## src/rtl/pwm_dither_pkg.sv

```systemverilog
package pwm_dither_pkg;
  localparam int FRAC_W   = 5;
  localparam int N_EDGES  = 2;
  localparam int EDGE_SET = 0;
  localparam int EDGE_CLR = 1;
endpackage

```

## src/rtl/pwm_frac_accum.sv

```systemverilog
module pwm_frac_accum #(
  parameter int FRAC_W = pwm_dither_pkg::FRAC_W
) (
  input  logic              clk,
  input  logic              rst,
  input  logic              restart,
  input  logic [FRAC_W-1:0] frac,
  output logic              carry
);
  localparam int SUM_W = FRAC_W + 1;

  logic [FRAC_W-1:0] acc_q;
  logic [SUM_W-1:0]  sum;

  assign sum = {1'b0, acc_q} + {1'b0, frac};

  always_ff @(posedge clk) begin
    if (rst) begin
      acc_q <= '0;
      carry <= 1'b0;
    end else if (restart) begin
      acc_q <= sum[FRAC_W-1:0];
      carry <= sum[FRAC_W];
    end
  end
endmodule

```

## src/rtl/pwm_period_counter.sv

```systemverilog
module pwm_period_counter #(
  parameter int CNT_W = 16
) (
  input  logic             clk,
  input  logic             rst,
  input  logic [CNT_W-1:0] start_cnt,
  input  logic [CNT_W-1:0] modulus,
  output logic [CNT_W-1:0] cnt_q,
  output logic             restart,
  output logic             period_start
);
  assign restart = (cnt_q >= modulus);

  always_ff @(posedge clk) begin
    if (rst) begin
      cnt_q        <= start_cnt;
      period_start <= 1'b0;
    end else begin
      period_start <= restart;
      cnt_q        <= restart ? start_cnt : cnt_q + 1'b1;
    end
  end
endmodule

```

## src/rtl/pwm_edge_out.sv

```systemverilog
module pwm_edge_out #(
  parameter int CNT_W = 16
) (
  input  logic             clk,
  input  logic             rst,
  input  logic [CNT_W-1:0] cnt,
  input  logic [CNT_W-1:0] set_cmp,
  input  logic [CNT_W-1:0] clr_cmp,
  input  logic             set_late,
  input  logic             clr_late,
  output logic             pwm_q
);
  localparam int EXT_W = CNT_W + 1;

  logic [EXT_W-1:0] cnt_ext, set_pt, clr_pt;
  logic             hit_set, hit_clr;

  assign cnt_ext = {1'b0, cnt};
  assign set_pt  = {1'b0, set_cmp} + {{CNT_W{1'b0}}, set_late};
  assign clr_pt  = {1'b0, clr_cmp} + {{CNT_W{1'b0}}, clr_late};
  assign hit_set = (cnt_ext == set_pt);
  assign hit_clr = (cnt_ext == clr_pt);

  always_ff @(posedge clk) begin
    if (rst)          pwm_q <= 1'b0;
    else if (hit_clr) pwm_q <= 1'b0;
    else if (hit_set) pwm_q <= 1'b1;
  end
endmodule

```

## src/rtl/pwm_pair_dither.sv

```systemverilog
module pwm_pair_dither
  import pwm_dither_pkg::*;
#(
  parameter int CNT_W = 16
) (
  input  logic             clk,
  input  logic             rst,
  input  logic [CNT_W-1:0] start_cnt,
  input  logic [CNT_W-1:0] modulus,
  input  logic [CNT_W-1:0] set_cmp,
  input  logic [CNT_W-1:0] clr_cmp,
  input  logic [4:0]       set_frac,
  input  logic [4:0]       clr_frac,
  output logic             pwm_out,
  output logic [CNT_W-1:0] cnt_out,
  output logic             period_start
);
  logic                      restart;
  logic [N_EDGES-1:0]        edge_late;
  logic [N_EDGES-1:0][FRAC_W-1:0] frac_vec;

  assign frac_vec[EDGE_SET] = set_frac;
  assign frac_vec[EDGE_CLR] = clr_frac;

  pwm_period_counter #(.CNT_W(CNT_W)) u_cnt (
    .clk          (clk),
    .rst          (rst),
    .start_cnt    (start_cnt),
    .modulus      (modulus),
    .cnt_q        (cnt_out),
    .restart      (restart),
    .period_start (period_start)
  );

  for (genvar e = 0; e < N_EDGES; e++) begin : g_acc
    pwm_frac_accum #(.FRAC_W(FRAC_W)) u_acc (
      .clk     (clk),
      .rst     (rst),
      .restart (restart),
      .frac    (frac_vec[e]),
      .carry   (edge_late[e])
    );
  end

  pwm_edge_out #(.CNT_W(CNT_W)) u_out (
    .clk      (clk),
    .rst      (rst),
    .cnt      (cnt_out),
    .set_cmp  (set_cmp),
    .clr_cmp  (clr_cmp),
    .set_late (edge_late[EDGE_SET]),
    .clr_late (edge_late[EDGE_CLR]),
    .pwm_q    (pwm_out)
  );
endmodule

```

## config.mk

```make
export PLATFORM = sky130hd
export DESIGN_NAME = pwm_pair_dither
export DESIGN_NICKNAME = d
export VERILOG_FILES = /design/src/rtl/pwm_dither_pkg.sv /design/src/rtl/pwm_frac_accum.sv /design/src/rtl/pwm_period_counter.sv /design/src/rtl/pwm_edge_out.sv /design/src/rtl/pwm_pair_dither.sv
export SDC_FILE = /design/constraint.sdc
export NUM_CORES = 1
export LEC_CHECK = 0
export BUFFER_PORTS_ARGS = -buffer_cell sky130_fd_sc_hd__buf_4
export CAP_MARGIN = 20
export CORE_MARGIN = 8
export CORE_UTILIZATION = 53
export DETAILED_ROUTE_END_ITERATION = 8
export PLACE_DENSITY_LB_ADDON = 0.3
export SLEW_MARGIN = 20
export SYNTH_ARGS = -nofsm -noshare
export SYNTH_HDL_FRONTEND = slang
export SYNTH_SLANG_ARGS = --single-unit
```

## constraint.sdc

```tcl
create_clock -name clk -period 2.9 [get_ports clk]
set_input_delay 0.435 -clock clk [delete_from_list [all_inputs] [get_ports clk]]
set_output_delay 0.435 -clock clk [all_outputs]
set_load 0.05 [all_outputs]
```

==> results by group <==
Clock network
  – Setup Buffers After CTS: 0
  – CTS Buf Count: 5
  – Clock Sinks: 30
  – H-tree levels: 2
  – Hold-fix buffers at CTS: 0
  – Resized cells post-CTS: 0
  – Clk_lat worst skew: 290 ps
  – Clk Tree Root Cell: clkbuf_8
  – CTS tree: yes
  – Worst-path clk slew: 60 ps
  – Clock buffer depth: 2

Logic synthesis
  – FF+latch count, synth: 30
  – Leading area contributor after synthesis: dfxtp_1
  – Most frequent cells after synthesis: 43 x xnor2_1, 33 x ha_1, 32 x inv_1
  – Most numerous cell in the Yosys netlist: xnor2_1
  – Most used DFF post-synth: dfxtp_1
  – Post-synth EDFFs: 0
  – Mapped Cells: 378
  – Syn nets: 489
  – Post-Syn Area per Cell: 8.32 sq um
  – Seq/Total Area, Yosys: 0.191
  – Yosys cell types: 59
  – Count of yosys warnings during synthesis: 0
  – Ranking of synthesized cells by area: dfxtp_1 19%, ha_1 13%, xnor2_1 12%
  – Synth top area share: 0.191
  – Syn Std Cell Area: 0.00315 sq mm
  – Post-synthesis async set-or-reset flop share: 0

Detailed routing
  – DRT antenna net count: 0
  – DR iter-0 viols: 134
  – Avg Vias per Cell: 5.51
  – Vias: 3026
  – Drt total wl: 8300 um
  – WL per Instance: 15.1 um
  – DR pass1 iterations: 4
  – # DRC: 0

Floorplanning
  – Die Wd: 93.1 um
  – Core footprint: 0.00582 sq mm
  – I/O pins: 94
  – Rows: 28
  – Initial Util: 0.541
  – DIE HEIGHT: 93.1 um
  – Die area: 0.00866 sq mm

Global routing
  – Vias in the first global route: 3003
  – Largest net degree at the start of global routing: 18
  – Tot GR Track Use: 0.197
  – First-pass GRT wire length: 14000 um
  – Gr ovfl total: 0
  – Initial antenna violation count: 0

Critical path
  – R2R Path Start: u_cnt.cnt_q[3]
  – CP max FO: 13
  – FF-to-FF path depth: 8
  – Reg2reg end: u_cnt.cnt_q[3]
  – Worst Setup Path Type: reg -> reg
  – Setup crit end kind: flop
  – Data arrival time of the worst path: 2650 ps
  – Req. time, crit path: 3070 ps
  – Crit path launch type: flop
  – Reg2Reg Setup Slack: 420 ps

Job
  – Max_cap viols: 0

Final layout
  – # fillers: 507
  – Diode count: 0
  – Multi-input gate area: 0.00234 sq mm
  – Share of layout cells above drive strength 1: 0.257
  – FF+latch area: 601 sq um
  – Area delta synth->final: 29.4%
  – Nets: 585

Timing
  – Final Hold Fails: 0
  – Unrepaired setup endpoints after global routing: no
  – Tcrit/Tclk final: 0.856
  – Setup Viol. Count Final: 0
  – Fmax: 403 MHz
  – Clock Skews: 6.93 ps
  – Fin crit period: 2480 ps
  – Final worst slack: 417 ps
  – Rel. slew slack: 0.658
  – Max Slew Vio Count: 0
  – Setup_tns: 0 ps
  – Slew @ Worst Pin: 512 ps

Place
  – Hpwl dp: 6850 um
  – Dpl ws: 180 ps
  – Port bufs: 93
  – GP Congestion: 0.895

Min path
  – Hold Path Cell Cnt: 2
  – HP Start: start_cnt[14]
  – Hold endpoint: u_cnt.cnt_q[14]
  – Worst hold path class: in -> reg

Power and ir drop
  – Peak VDD IR: 409 uV
  – Static Leakage: 1.91 nW
  – Pwr/cell area: 540 mW/mm^2

Run status
  – Outcome: finished clean
report_power, final:
part           switching (W)  internal, W  leakage, nW  total [W]
Clock               0.000160     0.000275       0.0573   0.000434
Sequential         0.0000907     0.000500        0.250   0.000590
Combinational       0.000632     0.000543         1.60    0.00118
per-stage QoR:
| step | std cells | util | hold slack [ps] | total power [W] | area, sq um |
|---|---|---|---|---|---|
| 5_1_grt | 549 | 0.700 | 348 | 0.00237 | 4070 |
| 6_report | 549 | 0.700 | 357 | 0.00220 | 4070 |
| 3_3_place_gp | 542 | 0.681 | 477 | 0.00174 | 3960 |
| 4_1_cts | 549 | 0.700 | 348 | 0.00222 | 4070 |
| 3_5_place_dp | 542 | 0.681 | 492 | 0.00177 | 3960 |
| 2_1_floorplan | 378 | - | 465 | 0.00142 | 3150 |
critical path: stages, from the launching register on:
cell,delay (ps)
dfxtp_1,330
ha_1,300
a2111oi_0,400
o21ai_1,130
a221oi_1,440
o31ai_4,110
nor2_4,170
buf_12,170
mux2_1,330
sequential cells by signal, indices dropped and copies added, names as in the netlist:
name and flops:
u_cnt.period_start 1, g_acc.u_acc.acc_q 10, u_out.pwm_q 1, u_cnt.cnt_q 16, g_acc.u_acc.carry 2
worst max path at each step:
stage	slack, ps	from	end
4_1_cts	410	u_cnt.cnt_q[3]	u_cnt.cnt_q[3]
3_5_place_dp	180	modulus[3]	u_cnt.cnt_q[3]
5_1_grt	320	u_cnt.cnt_q[3]	u_cnt.cnt_q[12]
2_1_floorplan	30	u_cnt.cnt_q[3]	u_cnt.cnt_q[10]
3_3_place_gp	290	modulus[3]	u_cnt.cnt_q[12]
6_report	420	u_cnt.cnt_q[3]	u_cnt.cnt_q[3]
cell families (layout without fill, tap and decap cells):
kind of cell             after synthesis  after routing  synth area share
AND/OR/NAND/NOR                      115            115             0.193
AO/OA/AOI/OAI                         62             62             0.140
XOR/XNOR                              61             61             0.172
buffers and inverters                 48            144            0.0684
adder cells (fa/ha/maj)               35             35             0.144
flip-flops                            30             30             0.191
multiplexers                          27             27            0.0922
cell type report:
class                   count  area share
multi-input cells         300       0.576
repair buffers            105       0.197
flip-flops and latches     30       0.147
inverters                  32      0.0295
well taps                  75      0.0230
clock buffers               6      0.0203
clock inverters             1     0.00737
per-layer routing:
| metal | vias to the layer above | part of all wire | global-route usage |
|---|---|---|---|
| li1 | 1530 | - | - |
| met1 | 1413 | 0.43 | 0.232 |
| met2 | 76 | 0.48 | 0.334 |
| met3 | 7 | 0.067 | 0.0593 |
| met4 | 0 | 0.014 | 0.0644 |
| met5 | - | 0 | 0 |
cell usage in the layout, fill, tap and decap left out, drive strengths merged, types with 3 or more instances in the layout:
cell and instances:
a211oi 5, a21o 8, a21oi 15, a31oi 3, and3 10, and4 3, buf 105, clkbuf 6
dfxtp 30, ha 33, inv 32, mux2 16, mux2i 11, nand2 26, nand3 20, nand4 10
nor2 25, nor3 4, nor3b 5, o21ai 8, xnor2 43, xor2 18
(Power assumes the default switching activity.)
